--- src/rtl/fuse_prog_pkg.sv ---
// Shared constants and types for the fuse word programming sequencer.
// Assumes the timing configuration layout is fixed by the fuse macro.
package fuse_prog_pkg;
    localparam int PROG_W    = 12;
    localparam int RELAX_W   = 4;
    localparam int READ_W    = 6;
    localparam int PROG_LSB  = 0;
    localparam int RELAX_LSB = 12;
    localparam int READ_LSB  = 16;
    localparam int TIME_W    = READ_LSB + READ_W;

    typedef enum logic [2:0] {
        S_IDLE,
        S_RD_SETUP,
        S_RD_STROBE,
        S_BIT_SETUP,
        S_BIT_STROBE,
        S_QUIET
    } seq_state_e;

    typedef struct packed {
        logic [READ_W-1:0]  rd;
        logic [RELAX_W-1:0] relax;
        logic [PROG_W-1:0]  prog;
    } tfield_t;

    function automatic tfield_t split_timing(input logic [TIME_W-1:0] w);
        tfield_t t;
        t.prog  = w[PROG_LSB  +: PROG_W];
        t.relax = w[RELAX_LSB +: RELAX_W];
        t.rd    = w[READ_LSB  +: READ_W];
        return t;
    endfunction
endpackage

--- src/rtl/fuse_prog_timing.sv ---
// Turns the timing configuration into phase lengths, each stored as
// length minus one. Captured at operation start so a later change
// of the input cannot disturb a running sequence.
module fuse_prog_timing
    import fuse_prog_pkg::*;
#(
    parameter int CNT_W = PROG_W + 2
) (
    input  logic              clk,
    input  logic              rst_n,
    input  logic              load,
    input  logic [TIME_W-1:0] timing_cfg,
    output logic [CNT_W-1:0]  setup_now,
    output logic [CNT_W-1:0]  setup_len,
    output logic [CNT_W-1:0]  strobe_len,
    output logic [CNT_W-1:0]  read_len
);
    tfield_t tf;

    // Decode the live configuration word.
    always_comb tf = split_timing(timing_cfg);

    // First setup phase uses the live value, since it begins at the load edge.
    always_comb setup_now = CNT_W'(tf.relax);

    // Hold the per-operation lengths; both strobes carry 2*S+1 extra cycles.
    always_ff @(posedge clk) begin
        if (!rst_n) begin
            setup_len  <= '0;
            strobe_len <= '0;
            read_len   <= '0;
        end else if (load) begin
            setup_len  <= CNT_W'(tf.relax);
            strobe_len <= CNT_W'(tf.prog) + (CNT_W'(tf.relax) << 1);
            read_len   <= CNT_W'(tf.rd)   + (CNT_W'(tf.relax) << 1);
        end
    end

    p_len_hold_r2: assert property (@(posedge clk) disable iff (!rst_n)
        !load |=> $stable(strobe_len) && $stable(read_len));
endmodule

--- src/rtl/fuse_prog_timer.sv ---
// Down counter for one sequencer phase. A phase loaded with N lasts
// N+1 cycles; expired is high in its last cycle.
module fuse_prog_timer #(
    parameter int CNT_W = 14
) (
    input  logic             clk,
    input  logic             rst_n,
    input  logic             load,
    input  logic [CNT_W-1:0] load_val,
    output logic             expired
);
    logic [CNT_W-1:0] cnt;

    // Load at a phase change, otherwise count toward zero.
    always_ff @(posedge clk) begin
        if (!rst_n)          cnt <= '0;
        else if (load)       cnt <= load_val;
        else if (cnt != '0)  cnt <= cnt - 1'b1;
    end

    assign expired = (cnt == '0);
endmodule

--- src/rtl/fuse_prog_shifter.sv ---
// Holds the word to program. The word is masked by the pre-read value,
// then shifted right with zero fill as each position finishes.
module fuse_prog_shifter #(
    parameter int WORD_W = 32
) (
    input  logic              clk,
    input  logic              rst_n,
    input  logic              accept,
    input  logic [WORD_W-1:0] wdata,
    input  logic              capture,
    input  logic [WORD_W-1:0] rdata,
    input  logic              shift,
    output logic              cur_bit
);
    logic [WORD_W-1:0] dreg;

    // Latch, mask with the blown bits, then serialise from the LSB.
    always_ff @(posedge clk) begin
        if (!rst_n)       dreg <= '0;
        else if (accept)  dreg <= wdata;
        else if (capture) dreg <= dreg & ~rdata;
        else if (shift)   dreg <= {1'b0, dreg[WORD_W-1:1]};
    end

    assign cur_bit = dreg[0];

    p_mask_r3: assert property (@(posedge clk) disable iff (!rst_n)
        capture |=> (dreg & $past(rdata)) == '0);
endmodule

--- src/rtl/fuse_prog_quiet.sv ---
// Post-write quiet window of QUIET_CYCLES cycles. last is high in the
// final cycle of the window. Assumes QUIET_CYCLES >= 1.
module fuse_prog_quiet #(
    parameter int QUIET_CYCLES = 200
) (
    input  logic clk,
    input  logic rst_n,
    input  logic arm,
    output logic active,
    output logic last
);
    localparam int QW = $clog2(QUIET_CYCLES + 1);

    logic [QW-1:0] cnt;

    // Run the window once per arm.
    always_ff @(posedge clk) begin
        if (!rst_n) begin
            active <= 1'b0;
            cnt    <= '0;
        end else if (arm) begin
            active <= 1'b1;
            cnt    <= QW'(QUIET_CYCLES - 1);
        end else if (active) begin
            if (cnt == '0) active <= 1'b0;
            else           cnt    <= cnt - 1'b1;
        end
    end

    assign last = active && (cnt == '0);

    p_window_len_r7: assert property (@(posedge clk) disable iff (!rst_n)
        active && !last |=> active);
endmodule

--- src/rtl/fuse_prog_seq.sv ---
// Top of the fuse word programming sequencer. Sequence: setup, pre-read,
// then per bit setup plus optional strobe, then quiet window, then reload
// request. Assumes the fuse array returns the word while fuse_rd is high.
module fuse_prog_seq
    import fuse_prog_pkg::*;
#(
    parameter int ADDR_W       = 8,
    parameter int WORD_W       = 32,
    parameter int QUIET_CYCLES = 200
) (
    input  logic                      clk,
    input  logic                      rst_n,
    input  logic                      start,
    input  logic [ADDR_W-1:0]         start_addr,
    input  logic [WORD_W-1:0]         start_data,
    input  logic [TIME_W-1:0]         timing_cfg,
    output logic                      busy,
    output logic                      done,
    output logic                      reload_req,
    output logic [ADDR_W-1:0]         fuse_addr,
    output logic [$clog2(WORD_W)-1:0] fuse_bit,
    output logic                      fuse_prog,
    output logic                      fuse_rd,
    input  logic [WORD_W-1:0]         fuse_rdata
);
    localparam int               BIT_W    = $clog2(WORD_W);
    localparam int               CNT_W    = PROG_W + 2;
    localparam logic [BIT_W-1:0] LAST_BIT = BIT_W'(WORD_W - 1);

    seq_state_e        state, state_n;
    logic [BIT_W-1:0]  bit_idx;
    logic [ADDR_W-1:0] addr_q;
    logic              pend_valid;
    logic [ADDR_W-1:0] pend_addr;
    logic [WORD_W-1:0] pend_data;

    logic              launch, quiet_last, quiet_on;
    logic [ADDR_W-1:0] launch_addr;
    logic [WORD_W-1:0] launch_data;
    logic [CNT_W-1:0]  setup_now, setup_len, strobe_len, read_len, tmr_val;
    logic              tmr_load, tmr_expired, cur_bit;
    logic              do_capture, do_shift, idx_clr, idx_inc, q_arm, bit_end;

    // A start is taken in idle, or when the quiet window closes (held one first).
    always_comb begin
        launch      = (state == S_IDLE && start) || (quiet_last && (start || pend_valid));
        launch_addr = pend_valid ? pend_addr : start_addr;
        launch_data = pend_valid ? pend_data : start_data;
    end

    fuse_prog_timing #(.CNT_W(CNT_W)) timing_i (
        .clk(clk), .rst_n(rst_n), .load(launch), .timing_cfg(timing_cfg),
        .setup_now(setup_now), .setup_len(setup_len),
        .strobe_len(strobe_len), .read_len(read_len)
    );

    fuse_prog_timer #(.CNT_W(CNT_W)) timer_i (
        .clk(clk), .rst_n(rst_n), .load(tmr_load), .load_val(tmr_val),
        .expired(tmr_expired)
    );

    fuse_prog_shifter #(.WORD_W(WORD_W)) shifter_i (
        .clk(clk), .rst_n(rst_n), .accept(launch), .wdata(launch_data),
        .capture(do_capture), .rdata(fuse_rdata), .shift(do_shift),
        .cur_bit(cur_bit)
    );

    fuse_prog_quiet #(.QUIET_CYCLES(QUIET_CYCLES)) quiet_i (
        .clk(clk), .rst_n(rst_n), .arm(q_arm), .active(quiet_on), .last(quiet_last)
    );

    // Next state and phase-length selection.
    always_comb begin
        state_n    = state;
        tmr_load   = 1'b0;
        tmr_val    = '0;
        do_capture = 1'b0;
        do_shift   = 1'b0;
        idx_clr    = 1'b0;
        idx_inc    = 1'b0;
        q_arm      = 1'b0;
        bit_end    = 1'b0;
        unique case (state)
            S_IDLE: if (launch) begin
                state_n = S_RD_SETUP; tmr_load = 1'b1; tmr_val = setup_now;
            end
            S_RD_SETUP: if (tmr_expired) begin
                state_n = S_RD_STROBE; tmr_load = 1'b1; tmr_val = read_len;
            end
            S_RD_STROBE: if (tmr_expired) begin
                state_n = S_BIT_SETUP; tmr_load = 1'b1; tmr_val = setup_len;
                do_capture = 1'b1; idx_clr = 1'b1;
            end
            S_BIT_SETUP: if (tmr_expired) begin
                if (cur_bit) begin
                    state_n = S_BIT_STROBE; tmr_load = 1'b1; tmr_val = strobe_len;
                end else begin
                    bit_end = 1'b1;
                end
            end
            S_BIT_STROBE: if (tmr_expired) bit_end = 1'b1;
            S_QUIET: if (quiet_last) begin
                if (launch) begin
                    state_n = S_RD_SETUP; tmr_load = 1'b1; tmr_val = setup_now;
                end else begin
                    state_n = S_IDLE;
                end
            end
            default: state_n = S_IDLE;
        endcase
        if (bit_end) begin
            do_shift = 1'b1;
            if (bit_idx == LAST_BIT) begin
                state_n = S_QUIET; q_arm = 1'b1;
            end else begin
                state_n = S_BIT_SETUP; tmr_load = 1'b1; tmr_val = setup_len;
                idx_inc = 1'b1;
            end
        end
    end

    // State, bit position, target address and end-of-operation pulses.
    always_ff @(posedge clk) begin
        if (!rst_n) begin
            state      <= S_IDLE;
            bit_idx    <= '0;
            addr_q     <= '0;
            done       <= 1'b0;
            reload_req <= 1'b0;
        end else begin
            state      <= state_n;
            done       <= q_arm;
            reload_req <= quiet_last;
            if (launch)       addr_q  <= launch_addr;
            if (idx_clr)      bit_idx <= '0;
            else if (idx_inc) bit_idx <= bit_idx + 1'b1;
        end
    end

    // Hold the first start seen during the quiet window.
    always_ff @(posedge clk) begin
        if (!rst_n) begin
            pend_valid <= 1'b0;
            pend_addr  <= '0;
            pend_data  <= '0;
        end else if (launch) begin
            pend_valid <= 1'b0;
        end else if (state == S_QUIET && start && !pend_valid) begin
            pend_valid <= 1'b1;
            pend_addr  <= start_addr;
            pend_data  <= start_data;
        end
    end

    assign busy      = (state == S_RD_SETUP) || (state == S_RD_STROBE) ||
                       (state == S_BIT_SETUP) || (state == S_BIT_STROBE);
    assign fuse_prog = (state == S_BIT_STROBE);
    assign fuse_rd   = (state == S_RD_STROBE);
    assign fuse_addr = addr_q;
    assign fuse_bit  = bit_idx;

    p_strobe_excl_r10: assert property (@(posedge clk) disable iff (!rst_n)
        !(fuse_prog && fuse_rd));
    p_addr_hold_r10: assert property (@(posedge clk) disable iff (!rst_n)
        busy && $past(busy) |-> $stable(fuse_addr));
    p_strobe_hold_r5: assert property (@(posedge clk) disable iff (!rst_n)
        fuse_prog && !tmr_expired |=> fuse_prog && $stable(fuse_bit));
    p_done_pulse_r7: assert property (@(posedge clk) disable iff (!rst_n)
        done |=> !done);
    p_reload_after_quiet_r7: assert property (@(posedge clk) disable iff (!rst_n)
        reload_req |-> $past(quiet_on));
    p_no_pend_idle_r9: assert property (@(posedge clk) disable iff (!rst_n)
        state == S_IDLE |-> !pend_valid);
    p_quiet_quiet_r9: assert property (@(posedge clk) disable iff (!rst_n)
        quiet_on |-> !busy);
endmodule

--- config.mk ---
export PLATFORM = sky130hd
export DESIGN_NAME = fuse_prog_seq
export DESIGN_NICKNAME = d
export VERILOG_FILES = /design/src/rtl/fuse_prog_pkg.sv /design/src/rtl/fuse_prog_timing.sv /design/src/rtl/fuse_prog_timer.sv /design/src/rtl/fuse_prog_shifter.sv /design/src/rtl/fuse_prog_quiet.sv /design/src/rtl/fuse_prog_seq.sv
export SDC_FILE = /design/constraint.sdc
export NUM_CORES = 1
export LEC_CHECK = 0
export ABC_CLOCK_PERIOD_IN_PS = 2700
export BUFFER_PORTS_ARGS = -buffer_cell sky130_fd_sc_hd__buf_2
export CAP_MARGIN = 20
export CELL_PAD_IN_SITES_DETAIL_PLACEMENT = 0
export CELL_PAD_IN_SITES_GLOBAL_PLACEMENT = 1
export CORE_MARGIN = 3
export CORE_UTILIZATION = 42
export DETAILED_ROUTE_END_ITERATION = 6
export GPL_TIMING_DRIVEN = 0
export PLACE_DENSITY_LB_ADDON = 0.1
export SLEW_MARGIN = 25
export SYNTH_ARGS = -nofsm -noshare
export SYNTH_HDL_FRONTEND = slang
export SYNTH_SLANG_ARGS = --single-unit
--- constraint.sdc ---
create_clock -name clk -period 2.7 [get_ports clk]
set_clock_uncertainty 0.15 [all_clocks]
set_input_delay 0.135 -clock clk [delete_from_list [all_inputs] [get_ports clk]]
set_output_delay 0.135 -clock clk [all_outputs]
set_load 0.01 [all_outputs]
# == Word level (Yosys, flattened, before mapping) ==
# Cells that the tools add are included.
# totals
inputBits,97
elab_cells,115
register_bits,146
out_inout_bits,18
# op_classes
muxes,49
addsub,5
n_reduce_logical,26
eq_ne,14
bitwise_logic,5
# ops
op,n
$mux W32,4
$mux W14,7
$pmux W14 S5,1
$and A32 B32 Y32,1
$mux W8,4
$not A32 Y32,1
$mux W3,8
$mux W1,19
$pmux W3 S6,1
$logic_not A14 Y1,1
$reduce_bool A14 Y1,1
$sub A14 B1 Y14 const B,1
$add A12 B5 Y13,1
$mux W4,3
$ne A3 B2 Y1 const B,3
$logic_not A8 Y1,1
$reduce_or A2 Y1,4
$sub A8 B1 Y8 const B,1
$add A6 B5 Y7,1
$reduce_and A7 Y1,1
$eq A3 B2 Y1 const B,2
$eq A3 B3 Y1 const B,2
$ne A3 B3 Y1 const B,2
$reduce_and A2 Y1,3
other kinds (15),26

# == Longest topological paths before layout ==
# Gate-level depths: netlist (run 1).
# logic_depth
word_depth,10
mapped_depth,10
ltp_nobuf,9

# == Cells and area by module ==
# From an unflattened synthesis (run 1), not the netlist that was laid out.
# unflattened
hier_cells,941
hier_area_um2,8256.7
# by_module_without_submodules
mod,n_inst,seq_area_each_um2,area_per_inst_um2,cells_per_inst
fuse_prog_seq,1,1181.1,3469.6,428
fuse_prog_shifter,1,640.6,1853.0,183
fuse_prog_timing,1,480.5,1600.3,175
fuse_prog_timer,1,280.3,820.8,101
fuse_prog_quiet,1,180.2,513.0,54

# == Worst setup path before layout (run 1) ==
# No wires, ideal clock.
# synth_timing
kind,register to register
from,register timer_i.cnt[0]
to,register timer_i.cnt[10]
path_buffers,1
period_less_slack_ns,2.100
slack_ns,0.600
setup_ns,0.122
t_arrival_ns,1.828
required_ns,2.428
path_stages_with_launch,10
cell_sequence,dfxtp_1 > inv_1 > ha_1 > nor4b_2 > nand4b_4 > nor3_4 > nor3_2 > buf_2 > a22oi_1 > nor2_1
# synth_between
elab_chain_cells,6
word_cells_on_any_way,18
classes_between,add/sub: 1; mux: 14; reduce/logical: 3
# synth_rtl
item,line_no,source
"start, declared",fuse_prog_timer.sv:12,logic [CNT_W-1:0] cnt;
"start signal, assigned",fuse_prog_timer.sv:17,else if (load) cnt <= load_val;
"start signal, assigned",fuse_prog_timer.sv:18,else if (cnt != '0) cnt <= cnt - 1'b1;
branches (longest 6 deep; another with $sub A14 B1 Y14),--,
# Parallel ways; which one is timed is not known. The select of a mux whose other input is x is not followed.
# A chain may end at the register's enable or synchronous reset.

# == Worst setup path after layout (run 1) ==
# layout_timing
from,register timer_i.cnt[0]
to,register timer_i.cnt[2]
# layout_between
elab_chain_cells,6
word_cells_on_any_way,19
classes_between,add/sub: 1; mux: 15; reduce/logical: 3
# layout_rtl
item
branches (longest 6 deep; another with $sub A14 B1 Y14)
# Parallel ways; which one is timed is not known. The select of a mux whose other input is x is not followed.

==> results.toml, run 1 <==
[logic_synthesis]
ys_ff_latch = 138
synth-compound-area-share_pct = 21.9
synth_top_family_by_area = "compound AO/OA/AOI/OAI gates"
ys.flop_type = "dfxtp_1"
synth_edf_count = 0
muxShareOfSynthArea_pct = 6.00
yosysTopAreaCell = "dfxtp_1"
synth_seq_area_share_pct = 40.0
synth_area_um2 = 6900
syn_nets = 954
synth_top_cell_area_share_pct = 40.0
synth-xor-area-share_pct = 4.57
async_flop_share_pct = 0
synthTopCellsByArea = "dfxtp_1 40%, a21oi_1 9.0%, nand2_1 7.5%, mux2i_1 4.2%, o21ai_0 3.3%"
synthDistinctLibCells = 58
yosysWarningCount = 0
synth_top_cells_by_count = "138 x dfxtp_1, 138 x nand2_1, 124 x a21oi_1"
synth-simple-area-share_pct = 19.6
avgSynthCellArea_um2 = 8.20
syn_inst = 842
synth_adder_area_share_pct = 2.94

[clock_tree]
cts_max_level = 4
post_cts_buffers = 0
cts_buffers = 17
root_buffer = "clkbuf_16"
path_clk_slew_ns = 0.06
cts_tree = "built"
numClockSinks = 138
clock_path_buffers = 2
clock_latency_ns = 0.42

[timing]
hold_violations = 0
tightest_slew_ns = 0.840
rsz0062_at_grt = "false"
period_share_pct = 93.0
slew_headroom_pct = 44.0
fmax_mhz = 398
fin_crit_ns = 2.51
setup_tns_ns = 0
hold_slack_ns = 0.0322
drv_slew = 0
setup_violations = 0

[flow_run]
drv_cap = 0

[worst_setup_path]
arrival_ns = 2.71
r2r-start = "timer_i.cnt[0]"
reg2reg_depth = 8
endpoint = "timer_i.cnt[2]"
endpoint_kind = "flip-flop"
r2r_setup_slack_ns = 0.19
crit_required_ns = 2.90
startpoint = "timer_i.cnt[0]"
worst_setup_path_start_kind = "flip-flop"
cp_max_fo = 10
reg2reg_to = "timer_i.cnt[2]"
path_class = "reg2reg"

[final_layout]
nFillCells = 1561
layout-drive-gt1-share_pct = 19.0
nets = 1177
synthToLayoutAreaGrowth_pct = 34.9
antennaDiodeCount = 0

[pwr]
power_density_nw_per_um2 = 885
p_leak_nw = 3.58
peakVddDrop_v = 0.000561
power_mw = 8.24

[global_routing]
grt_pass1_wl_mm = 34.9
antenna_found_initial = 0
grt_pass1_vias = 6604
gr-total-overflow = 0
grtUsageTotal_pct = 24.4
grt_max_degree = 17

[route]
drc = 0
firstDrtPassIters = 5
via_count = 6865
drt_iter0_drc = 410
viasPerCell = 5.31
antenna_left = 0
wl_per_cell_um = 16.9
routed_wl_mm = 21.9

[floorplanning]
die_h_um = 134
ios = 115
die_width_um = 134
core.rowCount = 46
floorplan.initialDensity_pct = 43.1
die_area_um2 = 18000
core_area_um2 = 16000

[place]
io_buffer_count = 114
place.detailed.hpwl_mm = 15.3
globalplace.congestion = 0.872

[status]
run_status = "complete, no violations"

[hold_path]
hp-class = "in2reg"
worstHoldStart = "timing_cfg[2]"
-- worst max-delay path, stage by stage (launching register included) --
cell and delay (ns):
dfxtp_1 0.32, inv_1 0.11, ha_1 0.19, nor4b_4 0.31
nand4b_4 0.23, buf_2 0.28, nor2_1 0.44, a22oi_1 0.18
a31oi_2 0.22
-- timing repair --
item / CTS / global route
endpoints found under the hold margin: 101 / 0
gates resized for setup: 0 / 18
hold buffers: 90 / 0
setup endpoints to repair: 0 / 65
-- cell families (layout without fill, tap and decap cells) --
group	Yosys count	in the layout
flops	138	138
xor+xnor	36	36
simple gates	280	280
mux	40	40
buf+inv	81	317
compound gates	252	252
fa+ha+maj	15	15
-- area by class of cell --
cell class | instances | area [µm²] | share of cell area (%)
multi-input combinational | 623 | 3820 | 41.0
sequential | 138 | 2760 | 29.7
timing repair buffer | 204 | 1470 | 15.8
clock buffer | 19 | 453 | 4.86
buffer | 62 | 279 | 3.00
tap | 216 | 270 | 2.90
clock inverter | 13 | 188 | 2.01
inverter | 19 | 71.3 | 0.766
-- worst min-delay path by stage --
stage	depth (start not counted)	slack (ns)	endpoint
3_5_place_dp	3	0.24	pend_addr[2]
4_1_cts	4	0.03	timing_i.strobe_len[2]
6_report	4	0.03	timing_i.strobe_len[2]
2_1_floorplan	2	0.12	pend_data[0]
5_1_grt	4	0.07	timing_i.strobe_len[2]
3_3_place_gp	3	0.24	pend_data[25]
-- placed cells by master, fill, tap and decap left out, types with 3 or more instances in the layout --
cell | Yosys | final
nor2_1 | 46 | 46
clkinvlp_4 | 0 | 3
dfxtp_1 | 138 | 138
or3_1 | 4 | 4
o21ai_0 | 45 | 44
o21ai_1 | 4 | 5
clkbuf_1 | 38 | 31
a22oi_1 | 17 | 17
a21oi_1 | 124 | 124
clkbuf_16 | 0 | 17
xor2_1 | 12 | 12
inv_6 | 0 | 3
nor3_1 | 41 | 40
a211oi_1 | 14 | 14
dlygate4sd3_1 | 0 | 90
ha_1 | 13 | 13
inv_1 | 18 | 18
nor4_1 | 4 | 4
nand2_1 | 138 | 138
xnor2_1 | 24 | 24
a221oi_1 | 21 | 21
a21o_1 | 8 | 8
nand2b_1 | 4 | 4
nand3_1 | 10 | 10
nor2b_1 | 3 | 3
nand4_1 | 3 | 3
buf_4 | 4 | 4
a31oi_1 | 6 | 5
bufinv_16 | 0 | 4
and3_1 | 4 | 4
mux2_2 | 11 | 11
buf_2 | 19 | 133
clkbuf_2 | 0 | 6
mux2i_1 | 29 | 29
-- flip-flops by register name, summed over array words and instances, names as in the netlist, 3 cells and up --
name and cells:
timing_i.setup_len 4, timing_i.read_len 7, timing_i.strobe_len 13, state 3
pend_addr 8, shifter_i.dreg 32, quiet_i.cnt 8, pend_data 32
timer_i.cnt 14, fuse_bit 5, fuse_addr 8
-- report_power, final --
group          switching, mW  internal [mW]  total, mW
registers              0.282           2.42       2.70
clock network          0.938           1.60       2.54
logic                   1.82           1.18       3.00
total                   3.04           5.21       8.24
-- routing by layer --
layer / global-route usage, % / routed length [µm] / vias up
met3: 5.44 / 1080 / 35
li1: - / - / 3438
met2: 37.9 / 9780 / 183
met1: 34.1 / 10600 / 3209
met5: 0 / 0 / -
met4: 7.13 / 442 / 0
-- metrics by stage --
step | instances | instance area (µm²) | worst slack (ns) | utilization [%]
after global placement | 1172 | 7740 | 0.0512 | 48.4
final | 1294 | 9320 | 0.188 | 58.2
after CTS | 1294 | 9290 | 0.0431 | 58.0
after global routing | 1294 | 9320 | 0.0134 | 58.2
after floorplan | 842 | 6900 | 0.600 | -
after detailed placement | 1172 | 7740 | 0.0642 | 48.4
(Power assumes the default switching activity.)
==> run 2, diff against run 1 <==
SETUP_SLACK_MARGIN = 0.4   (was default)
==> run 2 against run 1 <==
  * Clock-buffer cell count unchanged
  * Cell count increased by 1.4%
  * Clock power about the same
  * First-iteration DRC count decreased by 6.6%
  * Global-route usage increased by 0.23 points
  * Power increased by 5.5%
  * Sequential share of layout area decreased by 1.3 points
  * Fmax increased by 9.1%
  * Design area increased by 4.9%
  * Combinational power increased by 14%
  * Routed wire length increased by 2.1%
  * Register-to-register slack improved by 0.21 ns
  * Critical path type unchanged
==> results.toml, run 2 (same netlist as run 1, synthesis figures left out) <==
[pwr]
peakVddDrop_v = 0.000592
power_density_nw_per_um2 = 890
p_leak_nw = 3.78

[final_layout]
synthToLayoutAreaGrowth_pct = 41.5
stdcell_count = 1312
layout_commonest_cell = "dfxtp_1"
top_regs = "pend_data x32, shifter_i.dreg x32, timer_i.cnt x14"
nFillCells = 1519
nets = 1195
antennaDiodeCount = 0
layout-drive-gt1-share_pct = 23.9
layout_common_cells = "137 x dfxtp_1, 136 x nand2_1, 123 x buf_2"

[status]
run_status = "complete, no violations"

[flow_run]
drv_cap = 0

[clock_tree]
cts_buffers = 17
clock_path_buffers = 2
cts_tree = "built"
root_buffer = "clkbuf_16"
path_clk_slew_ns = 0.06
cts_max_level = 4
clock_latency_ns = 0.42
numClockSinks = 138

[floorplanning]
core.rowCount = 46
die_area_um2 = 18000
floorplan.initialDensity_pct = 43.1
ios = 115
core_area_um2 = 16000
die_width_um = 134
die_h_um = 134

[route]
viasPerCell = 5.31
antenna_left = 0
firstDrtPassIters = 4
drc = 0
drt_iter0_drc = 383
via_count = 6970
routed_wl_mm = 22.3
wl_per_cell_um = 17.0

[global_routing]
use_met3_pct = 5.44
antenna_found_initial = 0
grt_pass1_vias = 6651
gr-total-overflow = 0
grt.met2_usage_pct = 38.4
top_usage_layer = "met2"
gr-usage-met1_pct = 34.3
grtUsageTotal_pct = 24.6
grt_pass1_wl_mm = 35.1
grt_max_degree = 17

[timing]
slew_headroom_pct = 45.0
rsz0062_at_grt = "true"
period_share_pct = 85.3
fin_crit_ns = 2.30
fin_ws_ns = 0.398
drv_slew = 0
setup_tns_ns = 0
fmax_mhz = 434
setup_violations = 0
tightest_slew_ns = 0.825
hold_violations = 0

[hold_path]
hp-class = "in2reg"

[worst_setup_path]
cp_common_cell = "buf_4"
cpPeakStageDelay_ns = 0.51
worst_setup_path_start_kind = "flip-flop"
endpoint_kind = "flip-flop"
crit_required_ns = 2.90
crit_chain = "buf_2 > a31oi_1 > nor2_4 > buf_4 > buf_4 > a211o_1 > a32o_1 > a21oi_1"
cpLargestDelayFamily = "compound AO/OA/AOI/OAI gates"
cpMaxStageDelayCell = "a31oi_1"
cp_max_fo = 10
arrival_ns = 2.50
crit_buf_inv = 3
path_class = "reg2reg"

[place]
globalplace.congestion = 0.872
io_buffer_count = 114
dp_slack_ns = 0.0642
dp.cells = 1172
place.detailed.hpwl_mm = 15.3
## run 2: changes by cell type in the layout (fill, tap and decap cells not counted), moves of 3 or more
cell / previous run / this run
buf_4: 4 / 23
clkbuf_1: 31 / 16
buf_2: 133 / 123
clkbuf_4: 0 / 9
buf_6: 0 / 8
nor2_1: 46 / 42
clkbuf_2: 6 / 9
## run 2: power breakdown
group / switching, mW / leakage, nW / internal (mW)
clock: 0.944 / 0.306 / 1.60
sequential: 0.292 / 1.13 / 2.42
combinational: 1.94 / 2.35 / 1.49
## run 2: worst reg2reg max path, cell delays in order (launching register included)
cell     delay (ns)
dfxtp_1        0.35
buf_2          0.20
a31oi_1        0.51
nor2_4         0.11
buf_4          0.17
buf_4          0.12
a211o_1        0.25
a32o_1         0.25
a21oi_1        0.11
## run 2: routing by layer
metal  part of all wire, %  vias to the layer above
li1                      -                     3478
met1                    47                     3245
met2                    45                      213
met3                   5.8                       34
met4                   2.0                        0
met5                     0                        -
## run 2: worst paths after layout
check                             from                      to  slack (ns)  cells past startpoint
hold reg to reg   timing_i.read_len[4]    timing_i.read_len[4]        0.30                      2
hold / removal           timing_cfg[2]  timing_i.strobe_len[2]        0.03                      4
setup reg to reg              state[0]          timer_i.cnt[1]        0.40                      8
setup / recovery              state[0]          timer_i.cnt[1]        0.40                      8
## run 2: final cells by class
type                       count  area (µm²)  share of cell area (%)
buffer                        62         398                    4.07
clock buffer                  19         453                    4.64
clock inverter                13         188                    1.92
inverter                      19        73.8                   0.756
multi-input combinational    623        3970                    40.6
sequential                   138        2770                    28.3
tap                          216         270                    2.77
timing repair buffer         222        1650                    16.9
## run 2: what timing repair did
item | CTS | global route
pin swaps | 3 | 18
setup buffers | 6 | 11
gates cloned | 0 | 1
resized for setup | 33 | 97
hold buffers | 90 | 0
setup endpoints to repair | 127 | 129
endpoints found under the hold margin | 101 | 0
## run 2: stage by stage
step,utilization (%),hold slack [ns],instance area (µm²),power (mW)
after floorplan,-,0.121,6900,4.73
after global placement,48.4,0.238,7740,5.56
after detailed placement,48.4,0.243,7740,5.57
after CTS,59.1,0.0279,9460,8.35
after global routing,61.0,0.0743,9770,9.19
final,61.0,0.0298,9770,8.70
